===== config.mk =====
export PLATFORM = sky130hd
export DESIGN_NAME = dptr_pair_unit
export DESIGN_NICKNAME = d
export VERILOG_FILES = /design/src/rtl/dptr_pkg.sv /design/src/rtl/dptr_ctrl_regs.sv /design/src/rtl/dptr_op_decode.sv /design/src/rtl/dptr_slot.sv /design/src/rtl/dptr_route.sv /design/src/rtl/dptr_pair_unit.sv
export SDC_FILE = /design/constraint.sdc
export NUM_CORES = 1
export LEC_CHECK = 0
export ABC_AREA = 1
export CAP_MARGIN = 30
export CORE_MARGIN = 1.5
export CORE_UTILIZATION = 40
export CTS_CLUSTER_SIZE = 25
export DETAILED_ROUTE_END_ITERATION = 8
export PLACE_DENSITY = 0.67
export SLEW_MARGIN = 20
export SYNTH_ARGS = -nofsm -noshare
export SYNTH_HDL_FRONTEND = slang
export SYNTH_SLANG_ARGS = --single-unit

===== constraint.sdc =====
create_clock -name clk_i -period 2.7 [get_ports clk_i]
set_clock_uncertainty 0.15 [all_clocks]
set_input_delay 0.54 -clock clk_i [delete_from_list [all_inputs] [get_ports clk_i]]
set_output_delay 0.54 -clock clk_i [all_outputs]
set_load 0.03 [all_outputs]

===== src/rtl/dptr_pkg.sv =====
package dptr_pkg;

    localparam int unsigned NUM_PTR = 2;

    // bit positions inside the configuration register
    localparam int unsigned CFG_UPD1_BIT = 7;
    localparam int unsigned CFG_UPD0_BIT = 6;
    localparam int unsigned CFG_DIR1_BIT = 5;
    localparam int unsigned CFG_DIR0_BIT = 4;

    // bit position of the swap flag inside the auxiliary register
    localparam int unsigned AUX_SWAP_BIT = 0;

    typedef enum logic [1:0] {
        OP_HOLD = 2'd0,
        OP_UP   = 2'd1,
        OP_DOWN = 2'd2,
        OP_LOAD = 2'd3
    } ptr_op_e;

endpackage


===== src/rtl/dptr_ctrl_regs.sv =====
module dptr_ctrl_regs #(
    parameter int unsigned  DATA_W   = 8,
    parameter logic [7:0]   ADDR_CFG = 8'hA1,
    parameter logic [7:0]   ADDR_AUX = 8'hA2
) (
    input  logic              clk_i,
    input  logic              rst_ni,
    input  logic              sfr_wr_i,
    input  logic [7:0]        sfr_addr_i,
    input  logic [DATA_W-1:0] sfr_wdata_i,
    output logic [1:0]        upd_en_o,
    output logic [1:0]        dir_dn_o,
    output logic              swap_o,
    output logic [DATA_W-1:0] sfr_rdata_o
);
    import dptr_pkg::*;

    logic [1:0] upd_q;
    logic [1:0] dir_q;
    logic       swap_q;
    logic       cfg_hit;
    logic       aux_hit;
    logic       unused_wbits;

    assign cfg_hit      = (sfr_addr_i == ADDR_CFG);
    assign aux_hit      = (sfr_addr_i == ADDR_AUX);
    assign unused_wbits = ^{sfr_wdata_i[CFG_DIR0_BIT-1:AUX_SWAP_BIT+1],
                            sfr_wdata_i[DATA_W-1:CFG_UPD1_BIT]};

    always_ff @(posedge clk_i or negedge rst_ni) begin
        if (!rst_ni) begin
            upd_q  <= '0;
            dir_q  <= '0;
            swap_q <= 1'b0;
        end else begin
            if (sfr_wr_i && cfg_hit) begin
                upd_q <= {sfr_wdata_i[CFG_UPD1_BIT], sfr_wdata_i[CFG_UPD0_BIT]};
                dir_q <= {sfr_wdata_i[CFG_DIR1_BIT], sfr_wdata_i[CFG_DIR0_BIT]};
            end
            if (sfr_wr_i && aux_hit) begin
                swap_q <= sfr_wdata_i[AUX_SWAP_BIT];
            end
        end
    end

    always_comb begin
        sfr_rdata_o = '0;
        if (cfg_hit) begin
            sfr_rdata_o[CFG_UPD1_BIT] = upd_q[1];
            sfr_rdata_o[CFG_UPD0_BIT] = upd_q[0];
            sfr_rdata_o[CFG_DIR1_BIT] = dir_q[1];
            sfr_rdata_o[CFG_DIR0_BIT] = dir_q[0];
        end else if (aux_hit) begin
            sfr_rdata_o[AUX_SWAP_BIT] = swap_q;
        end
    end

    assign upd_en_o = upd_q;
    assign dir_dn_o = dir_q;
    assign swap_o   = swap_q;

endmodule


===== src/rtl/dptr_op_decode.sv =====
module dptr_op_decode (
    input  logic               cmd_inc_i,
    input  logic               cmd_xacc_i,
    input  logic               cmd_alt_i,
    input  logic               swap_i,
    input  logic [1:0]         upd_en_i,
    input  logic [1:0]         dir_dn_i,
    input  logic [1:0]         wr_lo_i,
    input  logic [1:0]         wr_hi_i,
    output dptr_pkg::ptr_op_e  op_o [dptr_pkg::NUM_PTR]
);
    import dptr_pkg::*;

    logic tgt;
    assign tgt = cmd_alt_i ^ swap_i;

    for (genvar g = 0; g < NUM_PTR; g++) begin : g_op
        logic    hit;
        logic    step;
        ptr_op_e op_g;

        assign hit  = (tgt == 1'(g));
        assign step = hit && (cmd_inc_i || (cmd_xacc_i && upd_en_i[g]));

        always_comb begin
            if (wr_lo_i[g] || wr_hi_i[g]) begin
                op_g = OP_LOAD;
            end else if (step) begin
                op_g = dir_dn_i[g] ? OP_DOWN : OP_UP;
            end else begin
                op_g = OP_HOLD;
            end
        end

        assign op_o[g] = op_g;
    end

endmodule


===== src/rtl/dptr_slot.sv =====
module dptr_slot #(
    parameter int unsigned BYTE_W = 8
) (
    input  logic                clk_i,
    input  logic                rst_ni,
    input  dptr_pkg::ptr_op_e   op_i,
    input  logic                wr_lo_i,
    input  logic                wr_hi_i,
    input  logic [BYTE_W-1:0]   wdata_i,
    output logic [2*BYTE_W-1:0] ptr_o
);
    import dptr_pkg::*;

    localparam int unsigned PTR_W = 2 * BYTE_W;

    logic [PTR_W-1:0] ptr_q;
    logic [PTR_W-1:0] ptr_d;

    always_comb begin
        ptr_d = ptr_q;
        unique case (op_i)
            OP_HOLD: ptr_d = ptr_q;
            OP_UP:   ptr_d = ptr_q + PTR_W'(1);
            OP_DOWN: ptr_d = ptr_q - PTR_W'(1);
            OP_LOAD: begin
                if (wr_lo_i) ptr_d[BYTE_W-1:0]     = wdata_i;
                if (wr_hi_i) ptr_d[PTR_W-1:BYTE_W] = wdata_i;
            end
            default: ptr_d = ptr_q;
        endcase
    end

    always_ff @(posedge clk_i or negedge rst_ni) begin
        if (!rst_ni) begin
            ptr_q <= '0;
        end else begin
            ptr_q <= ptr_d;
        end
    end

    assign ptr_o = ptr_q;

endmodule


===== src/rtl/dptr_route.sv =====
module dptr_route #(
    parameter int unsigned PTR_W = 16
) (
    input  logic             cmd_alt_i,
    input  logic             swap_i,
    input  logic [PTR_W-1:0] ptr0_i,
    input  logic [PTR_W-1:0] ptr1_i,
    output logic [PTR_W-1:0] sel_ptr_o
);
    always_comb begin
        unique case (cmd_alt_i ^ swap_i)
            1'b0:    sel_ptr_o = ptr0_i;
            1'b1:    sel_ptr_o = ptr1_i;
            default: sel_ptr_o = ptr0_i;
        endcase
    end

endmodule


===== src/rtl/dptr_pair_unit.sv =====
module dptr_pair_unit #(
    parameter int unsigned BYTE_W   = 8,
    parameter logic [7:0]  ADDR_CFG = 8'hA1,
    parameter logic [7:0]  ADDR_AUX = 8'hA2
) (
    input  logic                clk_i,
    input  logic                rst_ni,
    input  logic                sfr_wr_i,
    input  logic [7:0]          sfr_addr_i,
    input  logic [BYTE_W-1:0]   sfr_wdata_i,
    output logic [BYTE_W-1:0]   sfr_rdata_o,
    input  logic [1:0]          ptr_wr_lo_i,
    input  logic [1:0]          ptr_wr_hi_i,
    input  logic [BYTE_W-1:0]   ptr_wdata_i,
    input  logic                cmd_inc_i,
    input  logic                cmd_xacc_i,
    input  logic                cmd_alt_i,
    output logic [2*BYTE_W-1:0] sel_ptr_o,
    output logic [2*BYTE_W-1:0] ptr0_o,
    output logic [2*BYTE_W-1:0] ptr1_o
);
    import dptr_pkg::*;

    localparam int unsigned PTR_W = 2 * BYTE_W;

    logic [1:0]       upd_en;
    logic [1:0]       dir_dn;
    logic             swap;
    ptr_op_e          op [NUM_PTR];
    logic [PTR_W-1:0] ptr_q [NUM_PTR];

    dptr_ctrl_regs #(
        .DATA_W   (BYTE_W),
        .ADDR_CFG (ADDR_CFG),
        .ADDR_AUX (ADDR_AUX)
    ) regs_i (
        .clk_i       (clk_i),
        .rst_ni      (rst_ni),
        .sfr_wr_i    (sfr_wr_i),
        .sfr_addr_i  (sfr_addr_i),
        .sfr_wdata_i (sfr_wdata_i),
        .upd_en_o    (upd_en),
        .dir_dn_o    (dir_dn),
        .swap_o      (swap),
        .sfr_rdata_o (sfr_rdata_o)
    );

    dptr_op_decode dec_i (
        .cmd_inc_i  (cmd_inc_i),
        .cmd_xacc_i (cmd_xacc_i),
        .cmd_alt_i  (cmd_alt_i),
        .swap_i     (swap),
        .upd_en_i   (upd_en),
        .dir_dn_i   (dir_dn),
        .wr_lo_i    (ptr_wr_lo_i),
        .wr_hi_i    (ptr_wr_hi_i),
        .op_o       (op)
    );

    for (genvar g = 0; g < NUM_PTR; g++) begin : g_slot
        dptr_slot #(.BYTE_W(BYTE_W)) slot_i (
            .clk_i   (clk_i),
            .rst_ni  (rst_ni),
            .op_i    (op[g]),
            .wr_lo_i (ptr_wr_lo_i[g]),
            .wr_hi_i (ptr_wr_hi_i[g]),
            .wdata_i (ptr_wdata_i),
            .ptr_o   (ptr_q[g])
        );
    end

    dptr_route #(.PTR_W(PTR_W)) route_i (
        .cmd_alt_i (cmd_alt_i),
        .swap_i    (swap),
        .ptr0_i    (ptr_q[0]),
        .ptr1_i    (ptr_q[1]),
        .sel_ptr_o (sel_ptr_o)
    );

    assign ptr0_o = ptr_q[0];
    assign ptr1_o = ptr_q[1];

endmodule


==> qor.txt, run 1 <==
Synth Area in Adders = 0.1007
Vias = 4605
CTS max path bufs = 2
post-DR vias/cell = 4.936
fmax = 376.7 MHz
placer's final routability congestion estimate = 0.9074
max cap viols = 0
Arr. time, crit path = 2.71 ns
input/output buffers = 83
Worst Setup End Kind = register
TritonCTS clock tree = built
Sink Count = 37
Clock transition at path regs = 0.08 ns
1st-pass router iterations = 4
# DRC = 0
Slew Viols, Final = 0
Yosys cell types = 34
antenna violations before repair = 0
Die Y = 101.5 um
H-Tree Level Count = 2
DRT antenna net count = 0
number of global-route vias before repair = 4058
Min Clock Period, post-route = 2.655 ns
first-pass GRT wire length = 18.88 mm
mapped cell area = 3877 um2
Rows = 35
Seq/Total Area, Yosys = 0.2388
WL final = 12.30 mm
die area = 10290 um2
Inserted Diodes = 0
Synth Instances = 660
worst-skew pair later-pin latency = 0.29 ns
leakage power = 0.003033 uW
pwr/cell area = 449.6 nW/um2
worst r2r dst = g_slot[1].slot_i.ptr_o[9]$_DFFE_PN0P_
Synth warnings = 0
hold path depth = 2
FF-to-FF path depth = 14
Initial Utilization = 0.4157
detailed placer's ending HPWL = 9.355 mm
compound-gate portion of the synthesized area = 0.1010
Worst IR Drop VDD = 265.7 uV
CP peak stage delay = 0.40 ns
worst path buffer plus inverter count = 3
1st-iter DRT viols = 236
GR Overflow Total = 0
I/O pin count = 90
cell family with most CP delay = simple AND/OR/NAND/NOR gates
drt wl/cell = 13.19 um
Cell Chain, Critical Path = clkdlybuf4s50_1 -> inv_1 -> nand2_1 -> nor2_2 -> nand3_2 -> inv_4 -> ha_1 -> or2_1 -> nand3b_1 -> nand2_2 -> nand2_1 -> nand2_1 -> nand2_1 -> nand3_1 -> a21oi_1
simple-gate share of the synthesized area = 0.4305
Final setup viols = 0
cell mode on critical path = nand2_1
critical path fanouts, max = 4
Layout Utilization = 0.6266
total power = 2628 uW
Synth Register Bits = 37
flop2flop setup slack = 0.37 ns
Syn Area/Cell = 5.875 um2
Final #Nets = 867
startpoint types = input pin
largest family of logic cells by synthesized area = simple AND/OR/NAND/NOR gates
share of layout cells above drive strength 1 = 0.2425
Num CTS Buffers = 5
GRT Total Usage = 0.2304
Post-Synth XOR/XNOR Area = 0.004518
Setup CP Type = in2reg
CTS root buf = clkbuf_8
status = complete, no violations
hold endpoint = regs_i.dir_dn_o[1]$_DFFE_PN0P_
Core Region = 9328 um2
Hold Violations, Final = 0
post-route clock period utilization = 0.9832
pin count of the biggest net entering global routing = 38
Worst Hold Class = reg2reg
Area growth syn-to-layout = 50.73%
Fillers = 844
WP data required = 2.76 ns
start of the worst register-to-register path = regs_i.swap_o$_DFFE_PN0P_
hold_sp = regs_i.dir_dn_o[1]$_DFFE_PN0P_
chip width = 101.5 um
Slowest cell on crit path = clkdlybuf4s50_1
multiplexer area fraction after synthesis = 0
[area by class of cell]
class	instances	area (um2)	area share
Multi-Input combinational cell	505	2937	0.5025
Clock buffer	6	72.57	0.01242
Clock inverter	2	10.01	0.001713
Inverter	109	422.9	0.07236
Sequential cell	37	925.9	0.1584
Timing Repair Buffer	145	1315	0.2250
Tap cell	129	161.4	0.02762
[cells in the final DEF, fill, tap and decap left out, drive strengths merged]
cell type      netlist  layout
xnor2                1       1
and2                 3       3
dlymetal6s2s         0       3
nand3b               6       6
dlygate4sd3          0       1
nand3               48      48
or2                  9       9
a31oi                3       3
a21oi               53      53
ha                  28      28
clkbuf               4       8
dlygate4sd2          0       1
fa                   2       2
nand4                6       6
nor2                88      88
nor4                 1       1
clkinv               2       5
clkdlybuf4s50        0      57
nor3                 6       6
nand2              230     230
inv                107     106
xor2                 1       1
a22oi                3       3
o21ai               14      14
buf                  7      81
conb                 1       3
dfrtp               37      37
[worst reg2reg max path, cell delays in order (launching register included)]
cell	delay (ns)
dfrtp_1	0.41
inv_2	0.09
nand2_2	0.05
nand2_2	0.09
nand3_2	0.11
inv_4	0.12
ha_1	0.27
or2_1	0.27
nand3b_1	0.11
nand2_2	0.08
nand2_1	0.09
nand2_1	0.05
nand2_1	0.08
nand3_1	0.11
a21oi_1	0.16
[worst max path at each step]
stage,depth (start not counted),startpoint,end
finish,15,ptr_wr_hi_i[1],g_slot[1].slot_i.ptr_o[9]$_DFFE_PN0P_
global route,15,ptr_wr_hi_i[1],g_slot[1].slot_i.ptr_o[9]$_DFFE_PN0P_
CTS,16,ptr_wr_lo_i[1],g_slot[1].slot_i.ptr_o[12]$_DFFE_PN0P_
detailed placement,14,cmd_alt_i,g_slot[1].slot_i.ptr_o[4]$_DFFE_PN0P_
global placement,14,cmd_alt_i,g_slot[1].slot_i.ptr_o[4]$_DFFE_PN0P_
floorplan,11,ptr_wr_hi_i[1],g_slot[1].slot_i.ptr_o[3]$_DFFE_PN0P_
[sequential cells by signal (all words and copies together) (netlist names)]
name                 flops
g_slot.slot_i.ptr_o     32
regs_i.swap_o            1
regs_i.upd_en_o          2
regs_i.dir_dn_o          2
[Yosys cell counts]
master | number | share of area
xnor2_1 | 1 | 0.0023
nor3_1 | 6 | 0.0077
xor2_1 | 1 | 0.0023
buf_6 | 1 | 0.0029
a22oi_1 | 3 | 0.0058
and2_1 | 3 | 0.0048
nor4_2 | 1 | 0.0032
o21ai_0 | 14 | 0.018
nand2_4 | 3 | 0.0087
clkinv_1 | 1 | 0.00097
clkinv_2 | 1 | 0.0013
inv_1 | 98 | 0.095
a21oi_2 | 1 | 0.0023
clkbuf_1 | 4 | 0.0039
nand3b_1 | 6 | 0.012
or2_0 | 3 | 0.0048
a31oi_1 | 3 | 0.0048
nand2_1 | 222 | 0.21
inv_4 | 2 | 0.0032
nor2_1 | 88 | 0.085
a21oi_1 | 51 | 0.066
buf_2 | 3 | 0.0039
fa_1 | 2 | 0.010
buf_4 | 3 | 0.0058
inv_2 | 7 | 0.0068
nand3_1 | 48 | 0.062
a21oi_4 | 1 | 0.0042
nand4_1 | 6 | 0.0097
conb_1 | 1 | 0.00097
dfrtp_1 | 37 | 0.24
or2_2 | 3 | 0.0048
ha_1 | 28 | 0.090
nand2_2 | 5 | 0.0081
or2_1 | 3 | 0.0048
[logic make-up after synthesis]
| logic type | count (synthesis) |
|---|---|
| simple gates | 397 |
| fa+ha+maj | 30 |
| flops | 37 |
| xor+xnor | 2 |
| compound gates | 73 |
| buf+inv | 120 |
| other cells | 1 |
[metal layers]
layer  vias up  GRT usage  wire length (um)
li1       2346          -                 -
met1      2091     0.3184              5574
met2       149     0.3867              5822
met3        19    0.03175               700
met4         0    0.04594               205
met5         -          0                 0
[power by group]
group	switching [uW]	internal [uW]	total [uW]	leakage (uW)
clock	209	179	388	0.0000450
sequential	129	625	754	0.000411
combinational	825	661	1490	0.00258
[what timing repair did]
action	CTS	global route
setup endpoints to repair	17	24
gates cloned	0	2
hold buffers	0	1
hold endpoints to repair	0	6
pin swaps	0	20
resized for setup	5	88
setup buffers	0	4
[per-stage QoR]
stage	cell area (um2)	setup TNS (ns)	setup slack (ns)	hold slack [ns]	cells
after global placement	5181	-7.157	-0.3765	0.3599	918
after CTS	5269	0	0.007419	0.2307	926
after floorplan	3885	0	0.1622	0.09441	662
final	5844	0	0.04531	0.3940	933
after global routing	5844	-0.3321	-0.09389	0.4292	933
after detailed placement	5181	-8.153	-0.4019	0.3692	918
Note: power is estimated with default switching activity, not from simulation.
==> inputs of run 2 (changes only) <==
--- a/config.mk
+++ b/config.mk
@@ -5,13 +5,12 @@
 export SDC_FILE = /design/constraint.sdc
 export NUM_CORES = 1
 export LEC_CHECK = 0
-export ABC_AREA = 1
 export CAP_MARGIN = 30
 export CORE_MARGIN = 1.5
 export CORE_UTILIZATION = 40
 export CTS_CLUSTER_SIZE = 25
 export DETAILED_ROUTE_END_ITERATION = 8
-export PLACE_DENSITY = 0.67
+export PLACE_DENSITY = 0.69
 export SLEW_MARGIN = 20
 export SYNTH_ARGS = -nofsm -noshare
 export SYNTH_HDL_FRONTEND = slang
==> run 2 against run 1 <==
The flow now finishes with violations (negative setup slack). Global-route usage up 5.2 points. Hold slack better by 0.048 ns. Clock-buffer cell count down 1. Highest routed layer unchanged.
==> qor.txt, run 2 <==
status = finished, violations left (was complete, no violations)
failing checks = negative setup slack
max cap viols = 0 (unchanged)
most frequent cell after synthesis = nor2_1 (was nand2_1)
Worst IR Drop VDD = 230.5 uV (was 265.7 uV)
Clock transition at path regs = 0.07 ns (was 0.08 ns)
Arr. time, crit path = 3.22 ns (was 2.71 ns)
Vias = 4109 (was 4605)
WP data required = 2.75 ns (was 2.76 ns)
flop2flop setup slack = -0.47 ns (was 0.37 ns)
Setup crit end = g_slot[1].slot_i.ptr_o[15]$_DFFE_PN0P_ (was g_slot[1].slot_i.ptr_o[9]$_DFFE_PN0P_)
hold_ws = 0.4417 ns (was 0.3940 ns)
Hold Violations, Final = 0 (unchanged)
input/output buffers = 83 (unchanged)
Fillers = 573 (was 844)
Final Instance Area = 6116 um2 (was 5844 um2)
Setup CP Type = reg2reg (was in2reg)
Layout Utilization = 0.7406 (was 0.6266)
fin cells = 719 (was 933)
Rows = 33 (was 35)
commonest non-fill, non-tap cell in the layout = buf_4 (was nand2_1)
FF-to-FF path depth = 13 (was 14)
Initial Utilization = 0.4165 (was 0.4157)
pre-CTS setup slack = -1.142 ns (was -0.4019 ns)
RSZ-0062 raised after global routing = true
number of synthesized flops with an enable pin = 0 (unchanged)
Synth warnings = 0 (unchanged)
Die Y = 95.73 um (was 101.5 um)
die area = 9164 um2 (was 10290 um2)
post-route clock period utilization = 1.172 (was 0.9832)
worst r2r dst = g_slot[1].slot_i.ptr_o[15]$_DFFE_PN0P_ (was g_slot[1].slot_i.ptr_o[9]$_DFFE_PN0P_)
leakage power = 0.002744 uW (was 0.003033 uW)
Worst Setup End Kind = register (unchanged)
mapped cell area = 3440 um2 (was 3877 um2)
CTS max path bufs = 2 (unchanged)
worst-skew pair later-pin latency = 0.31 ns (was 0.29 ns)
CTS root buf = clkbuf_8 (unchanged)
post-DR vias/cell = 5.715 (was 4.936)
WL final = 13.16 mm (was 12.30 mm)
Slew @ Worst Pin = 0.4983 ns
critical path fanouts, max = 5 (was 4)
max FFs per register = 32 (unchanged)
DRT antenna net count = 0 (unchanged)
# DRC = 0 (unchanged)
GR Overflow Total = 0 (unchanged)
Inserted Diodes = 0 (unchanged)
chip width = 95.73 um (was 101.5 um)
Worst Hold Class = reg2reg (unchanged)
fmax = 315.9 MHz (was 376.7 MHz)
1st-iter DRT viols = 193 (was 236)
pin count of the biggest net entering global routing = 38 (unchanged)
Slew headroom = 0.6665
Num CTS Buffers = 5 (unchanged)
Synth top cells by count = nor2_1 (51), nand2_1 (40), dfrtp_1 (37) (was nand2_1 (222), inv_1 (98), nor2_1 (88))
Final WS setup = -0.4652 ns (was 0.04531 ns)
detailed placer's ending HPWL = 8.877 mm (was 9.355 mm)
share of the synthesized area in the top cell type = 0.2692 (was 0.2388)
startpoint types = register (was input pin)
Synth Instances = 402 (was 660)
Core Region = 8258 um2 (was 9328 um2)
Synth Register Bits = 37 (unchanged)
Slew Viols, Final = 0 (unchanged)
Area growth syn-to-layout = 77.81% (was 50.73%)
most frequent cells in the layout = buf_4 (111), clkdlybuf4s50_1 (53), nor2_1 (41) (was nand2_1 (200), inv_1 (93), nor2_1 (85))
start of the worst register-to-register path = regs_i.swap_o$_DFFE_PN0P_ (unchanged)
H-Tree Level Count = 2 (unchanged)
Seq/Total Area, Yosys = 0.2692 (was 0.2388)
Final #Nets = 678 (was 867)
Yosys cell types = 59 (was 34)
Final setup viols = 21 (was 0)
placed inst area = 5202 um2 (was 5181 um2)
commonest register cell after synthesis = dfrtp_1 (unchanged)
Post-Place Cells = 675 (was 918)
TritonCTS clock tree = built (unchanged)
Sink Count = 37 (unchanged)
FF+latch area = 925.9 um2 (unchanged)
share of layout cells above drive strength 1 = 0.4642 (was 0.2425)
multi-input logic area = 3012 um2 (was 2937 um2)
I/O pin count = 90 (unchanged)
largest cells by area after synthesis = dfrtp_1 (27%), ha_1 (10%), mux2_2 (8.2%), nor2_1 (5.6%), nand2_1 (4.4%) (was dfrtp_1 (24%), nand2_1 (21%), inv_1 (9.5%), ha_1 (9.0%), nor2_1 (8.5%))
Syn Area/Cell = 8.556 um2 (was 5.875 um2)
placer's final routability congestion estimate = 0.9287 (was 0.9074)
Min Clock Period, post-route = 3.165 ns (was 2.655 ns)
number of global-route vias before repair = 3991 (was 4058)
antenna violations before repair = 0 (unchanged)
Synth async-reset ratio = 1.000 (unchanged)
1st-pass router iterations = 5 (was 4)
drt wl/cell = 18.30 um (was 13.19 um)
pwr/cell area = 381.9 nW/um2 (was 449.6 nW/um2)
Setup crit start = regs_i.swap_o$_DFFE_PN0P_ (was ptr_wr_hi_i[1])
first-pass GRT wire length = 19.74 mm (was 18.88 mm)
GRT Total Usage = 0.2822 (was 0.2304)
Synth area leader = dfrtp_1 (unchanged)
==> run 2: cell count changes after synthesis, moves of 12 or more <==
| cell | previous run | this run |
|---|---|---|
| xnor2_1 | 1 | 13 |
| a21o_1 | 0 | 12 |
| nor2_1 | 88 | 51 |
| o21ai_0 | 14 | 26 |
| nand3_1 | 48 | 5 |
| inv_1 | 98 | 8 |
| mux2_2 | 0 | 25 |
| nand2_1 | 222 | 40 |
| a21oi_1 | 51 | 24 |
==> run 2: per-layer routing <==
layer / part of all wire / vias up / GRT usage
met3: 0.078 / 35 / 0.07267
li1: - / 1911 / -
met4: 0.028 / 0 / 0.09559
met1: 0.41 / 1971 / 0.3462
met5: 0 / - / 0
met2: 0.49 / 192 / 0.4783
==> run 2: repair_timing <==
action                                 in CTS  in global routing
setup endpoints to repair                  47                 47
pin swaps                                  80                 51
buffers inserted                           28                 15
hold buffers                                0                  1
gates resized for setup                   103                 74
cloned                                      1                  0
endpoints found under the hold margin       0                  6
==> run 2: area by class of cell <==
| class | instances | area share |
|---|---|---|
| clock buffers | 5 | 0.01125 |
| clock inverters | 2 | 0.005728 |
| inverters | 8 | 0.004910 |
| multi-input cells | 345 | 0.4924 |
| flip-flops and latches | 37 | 0.1514 |
| well taps | 105 | 0.02148 |
| repair buffers | 217 | 0.3128 |
==> run 2: critical path, cell delays in order (launching register included) <==
cell and delay (ns):
dfrtp_1 0.41, xnor2_2 0.15, or3_4 0.35, nor3_4 0.20
buf_12 0.16, ha_1 0.25, buf_6 0.15, o21ai_4 0.15
nor2_2 0.07, o211ai_1 0.23, a21bo_1 0.19, a21oi_2 0.07
o31a_1 0.28, a311oi_2 0.25
==> run 2: power breakdown <==
group          leakage, uW  switching (uW)  internal (uW)
clock network    0.0000540             221            269
logic              0.00224             587            534
registers         0.000445             109            615
total              0.00274             918           1420
==> run 2: worst min path at each step <==
stage,cells after the start,to,from
2_1_floorplan,0,g_slot[0].slot_i.ptr_o[0]$_DFFE_PN0P_,rst_ni
3_3_place_gp,1,g_slot[1].slot_i.ptr_o[15]$_DFFE_PN0P_,g_slot[1].slot_i.ptr_o[15]$_DFFE_PN0P_
3_5_place_dp,1,g_slot[1].slot_i.ptr_o[15]$_DFFE_PN0P_,g_slot[1].slot_i.ptr_o[15]$_DFFE_PN0P_
4_1_cts,1,g_slot[1].slot_i.ptr_o[11]$_DFFE_PN0P_,rst_ni
5_1_grt,1,g_slot[1].slot_i.ptr_o[15]$_DFFE_PN0P_,g_slot[1].slot_i.ptr_o[15]$_DFFE_PN0P_
6_report,1,g_slot[1].slot_i.ptr_o[15]$_DFFE_PN0P_,g_slot[1].slot_i.ptr_o[15]$_DFFE_PN0P_
==> run 2: cells by family (layout without fill, tap and decap cells) <==
group           Yosys count  count (layout)  share of synthesized area
mux                      31              31                     0.1029
xor+xnor                 19              19                    0.04838
flops                    37              37                     0.2692
other cells               1               3                   0.001090
buf+inv                  22             232                    0.02910
fa+ha+maj                30              30                     0.1135
simple gates            142             142                     0.1953
compound gates          120             120                     0.2405
==> run 2: stage by stage <==
| step | TNS [ns] | power [uW] |
|---|---|---|
| 2_1_floorplan | -8.267 | 1282 |
| 3_3_place_gp | -28.19 | 1712 |
| 3_5_place_dp | -29.98 | 1731 |
| 4_1_cts | -6.083 | 2268 |
| 5_1_grt | -8.039 | 2443 |
| 6_report | -5.604 | 2335 |
==> inputs of run 3 (changes only) <==
==> constraint.sdc (replaced) <==
create_clock -name clk_i -period 4.1 [get_ports clk_i]
set_clock_uncertainty 0.15 [all_clocks]
set_input_delay 0.82 -clock clk_i [delete_from_list [all_inputs] [get_ports clk_i]]
set_output_delay 0.82 -clock clk_i [all_outputs]
set_load 0.03 [all_outputs]
==> run 3 against run 2 <==
The flow now finishes without violations. Routed wire length is 20% lower. Global-route usage down 4.0 points. Utilization shrank 16 points. Setup slack better by 0.73 ns. Total power fell by 39%. Clock power shrank 30%. Non-clock buffer count fell by 86. Die area unchanged. Combinational power down 45%. Clock-buffer cell count rose by 1. Design area down 21%.
==> qor.txt, run 3 (synthesized netlist as in run 2, its figures left out) <==
status = complete, no violations (was finished, violations left)
drt wl/cell = 16.63 um (was 18.30 um)
worst r2r dst = g_slot[1].slot_i.ptr_o[15]$_DFFE_PN0P_ (unchanged)
Initial Utilization = 0.4165 (unchanged)
detailed placer's ending HPWL = 8.271 mm (was 8.877 mm)
FF-to-FF path depth = 11 (was 13)
RSZ-0062 raised after global routing = false (was true)
hold path depth = 1 (unchanged)
worst path buffer plus inverter count = 3 (was 2)
pwr/cell area = 296.0 nW/um2 (was 381.9 nW/um2)
TritonCTS clock tree = built (unchanged)
hold endpoint = regs_i.dir_dn_o[1]$_DFFE_PN0P_ (was g_slot[1].slot_i.ptr_o[15]$_DFFE_PN0P_)
CTS max path bufs = 2 (unchanged)
Slew Viols, Final = 0 (unchanged)
Gate power share = 0.430 (was 0.480)
Inserted Diodes = 0 (unchanged)
FF+latch area = 925.9 um2 (unchanged)
Pint = 889.0 uW (was 1418 uW)
first-pass GRT wire length = 17.09 mm (was 19.74 mm)
flop2flop setup slack = 0.83 ns (was -0.47 ns)
start of the worst register-to-register path = regs_i.swap_o$_DFFE_PN0P_ (unchanged)
cell mode on critical path = clkdlybuf4s50_1
worst-skew pair later-pin latency = 0.30 ns (was 0.31 ns)
DRT antenna net count = 0 (unchanged)
1st-iter DRT viols = 223 (was 193)
CP peak stage delay = 0.67 ns (was 0.41 ns)
most frequent cells in the layout = clkdlybuf4s50_1 (82), nor2_1 (51), buf_4 (48) (was buf_4 (111), clkdlybuf4s50_1 (53), nor2_1 (41))
Cell Chain, Critical Path = clkdlybuf4s50_1 -> nor4b_1 -> nand3b_1 -> nor3b_1 -> buf_4 -> and2_1 -> clkdlybuf4s50_1 (was xnor2_2 -> or3_4 -> nor3_4 -> buf_12 -> ha_1 -> buf_6 -> o21ai_4 -> nor2_2 -> o211ai_1 -> a21bo_1 -> a21oi_2 -> o31a_1 -> a311oi_2)
commonest non-fill, non-tap cell in the layout = clkdlybuf4s50_1 (was buf_4)
placed inst area = 4707 um2 (was 5202 um2)
pre-CTS setup slack = -0.01766 ns (was -1.142 ns)
number of global-route vias before repair = 3510 (was 3991)
H-Tree Level Count = 2 (unchanged)
Final WS setup = 0.2616 ns (was -0.4652 ns)
hold_sp = regs_i.dir_dn_o[1]$_DFFE_PN0P_ (was g_slot[1].slot_i.ptr_o[15]$_DFFE_PN0P_)
total power = 1429 uW (was 2335 uW)
Arr. time, crit path = 2.87 ns (was 3.22 ns)
multi-input logic area = 2434 um2 (was 3012 um2)
post_cts resized = 0 (was 103)
Final Instance Area = 4827 um2 (was 6116 um2)
share of layout cells above drive strength 1 = 0.1871 (was 0.4642)
fmax = 260.5 MHz
1st-pass router iterations = 4 (was 5)
Slew @ Worst Pin = 0.8832 ns (was 0.4983 ns)
CTS root buf = clkbuf_8 (unchanged)
Core Region = 8258 um2 (unchanged)
antenna violations before repair = 0 (unchanged)
chip width = 95.73 um (unchanged)
die area = 9164 um2 (unchanged)
Die Y = 95.73 um (unchanged)
Min Clock Period, post-route = 3.838 ns
Worst Hold Class = reg2reg (unchanged)
Fillers = 772 (was 573)
Final setup viols = 0 (was 21)
sw frac = 0.3778 (was 0.3929)
Rows = 33 (unchanged)
max cap viols = 0 (unchanged)
clock power share = 0.242 (was 0.210)
placer's final routability congestion estimate = 0.8538 (was 0.9287)
Slew headroom = 0.4112 (was 0.6665)
startpoint types = input pin (was register)
GR Overflow Total = 0 (unchanged)
Area growth syn-to-layout = 40.34% (was 77.81%)
Clock transition at path regs = 0.08 ns (was 0.07 ns)
Worst Setup End Kind = primary output (was register)
Setup crit start = sfr_addr_i[3] (was regs_i.swap_o$_DFFE_PN0P_)
input/output buffers = 83 (unchanged)
P_sw = 539.7 uW (was 917.5 uW)
# DRC = 0 (unchanged)
Fin Setup TNS = 0 ns (was -5.604 ns)
Worst IR Drop VDD = 151.0 uV (was 230.5 uV)
post-route clock period utilization = 0.9362
cell family with most CP delay = buffers and inverters (was compound AO/OA/AOI/OAI gates)
leakage power = 0.002200 uW (was 0.002744 uW)
WL final = 10.55 mm (was 13.16 mm)
I/O pin count = 90 (unchanged)
Hold Violations, Final = 0 (unchanged)
hold-fix buffers at CTS = 0 (unchanged)
Num CTS Buffers = 5 (unchanged)
postcts setup bufs = 0 (was 28)
sequential share of power = 0.329 (was 0.310)
Sink Count = 37 (unchanged)
Final #Nets = 592 (was 678)
WP data required = 3.13 ns (was 2.75 ns)
pin count of the biggest net entering global routing = 38 (unchanged)
critical path fanouts, max = 5 (unchanged)
GRT Total Usage = 0.2426 (was 0.2822)
Setup CP Type = in2out (was reg2reg)
Vias = 3556 (was 4109)
max FFs per register = 32 (unchanged)
Slowest cell on crit path = clkdlybuf4s50_1 (was dfrtp_1)
post-DR vias/cell = 5.609 (was 5.715)
==> run 3: changes by cell type in the layout (fill, tap and decap cells not counted), sizes merged <==
cell / before / now
buf: 143 / 49
clkdlybuf4s15: 3 / 0
dlygate4sd2: 3 / 0
dlymetal6s2s: 2 / 0
clkinv: 1 / 0
clkdlybuf4s50: 53 / 82
clkbuf: 17 / 6
clkinvlp: 0 / 1
dlygate4sd3: 1 / 0
==> run 3: how the worst max path moves through the flow <==
stage | depth (start not counted) | endpoint
floorplan | 11 | g_slot[1].slot_i.ptr_o[13]$_DFFE_PN0P_
global placement | 12 | g_slot[1].slot_i.ptr_o[15]$_DFFE_PN0P_
detailed placement | 12 | g_slot[1].slot_i.ptr_o[15]$_DFFE_PN0P_
CTS | 7 | sfr_rdata_o[4]
global route | 15 | g_slot[0].slot_i.ptr_o[12]$_DFFE_PN0P_
finish | 7 | sfr_rdata_o[4]
==> run 3: power groups by stage <==
stage / Sequential (uW) / Clock, uW / Combinational, uW
after global placement: 475 / 0 / 600
after CTS: 470 / 348 / 614
after global routing: 475 / 364 / 662
after floorplan: 529 / 0 / 297
final: 470 / 345 / 614
after detailed placement: 476 / 0 / 610
==> run 3: metal layers <==
metal,vias up,global-route usage,part of all wire
li1,1729,-,-
met1,1680,0.3174,0.44
met2,137,0.4208,0.48
met3,10,0.04265,0.074
met4,0,0.04412,0.0094
met5,-,0,0
==> run 3: worst reg2reg max path: cells and delay by family, from the launching register on <==
kind                       cells  cell delay, ns
AOI/OAI and AO/OA              6            1.46
and+or+nand+nor                2            0.49
DFF                            1            0.43
adders and majority gates      1            0.26
buffers and inverters          1            0.20
xor gates and xnor gates       1            0.17
==> run 3: per-stage QoR <==
stage	std cells	hold slack (ns)	utilization
floorplan	404	0.3435	-
global placement	626	0.3674	0.5700
detailed placement	626	0.3771	0.5700
CTS	634	0.3949	0.5845
global route	634	0.4212	0.5845
finish	634	0.3913	0.5845
==> run 3: area by class of cell <==
cell class | instances | share of cell area
clock buffers | 6 | 0.01711
clock inverters | 2 | 0.007776
inverters | 8 | 0.006221
multi-input cells | 345 | 0.5041
flip-flops and latches | 37 | 0.1918
well taps | 105 | 0.02722
repair buffers | 131 | 0.2457
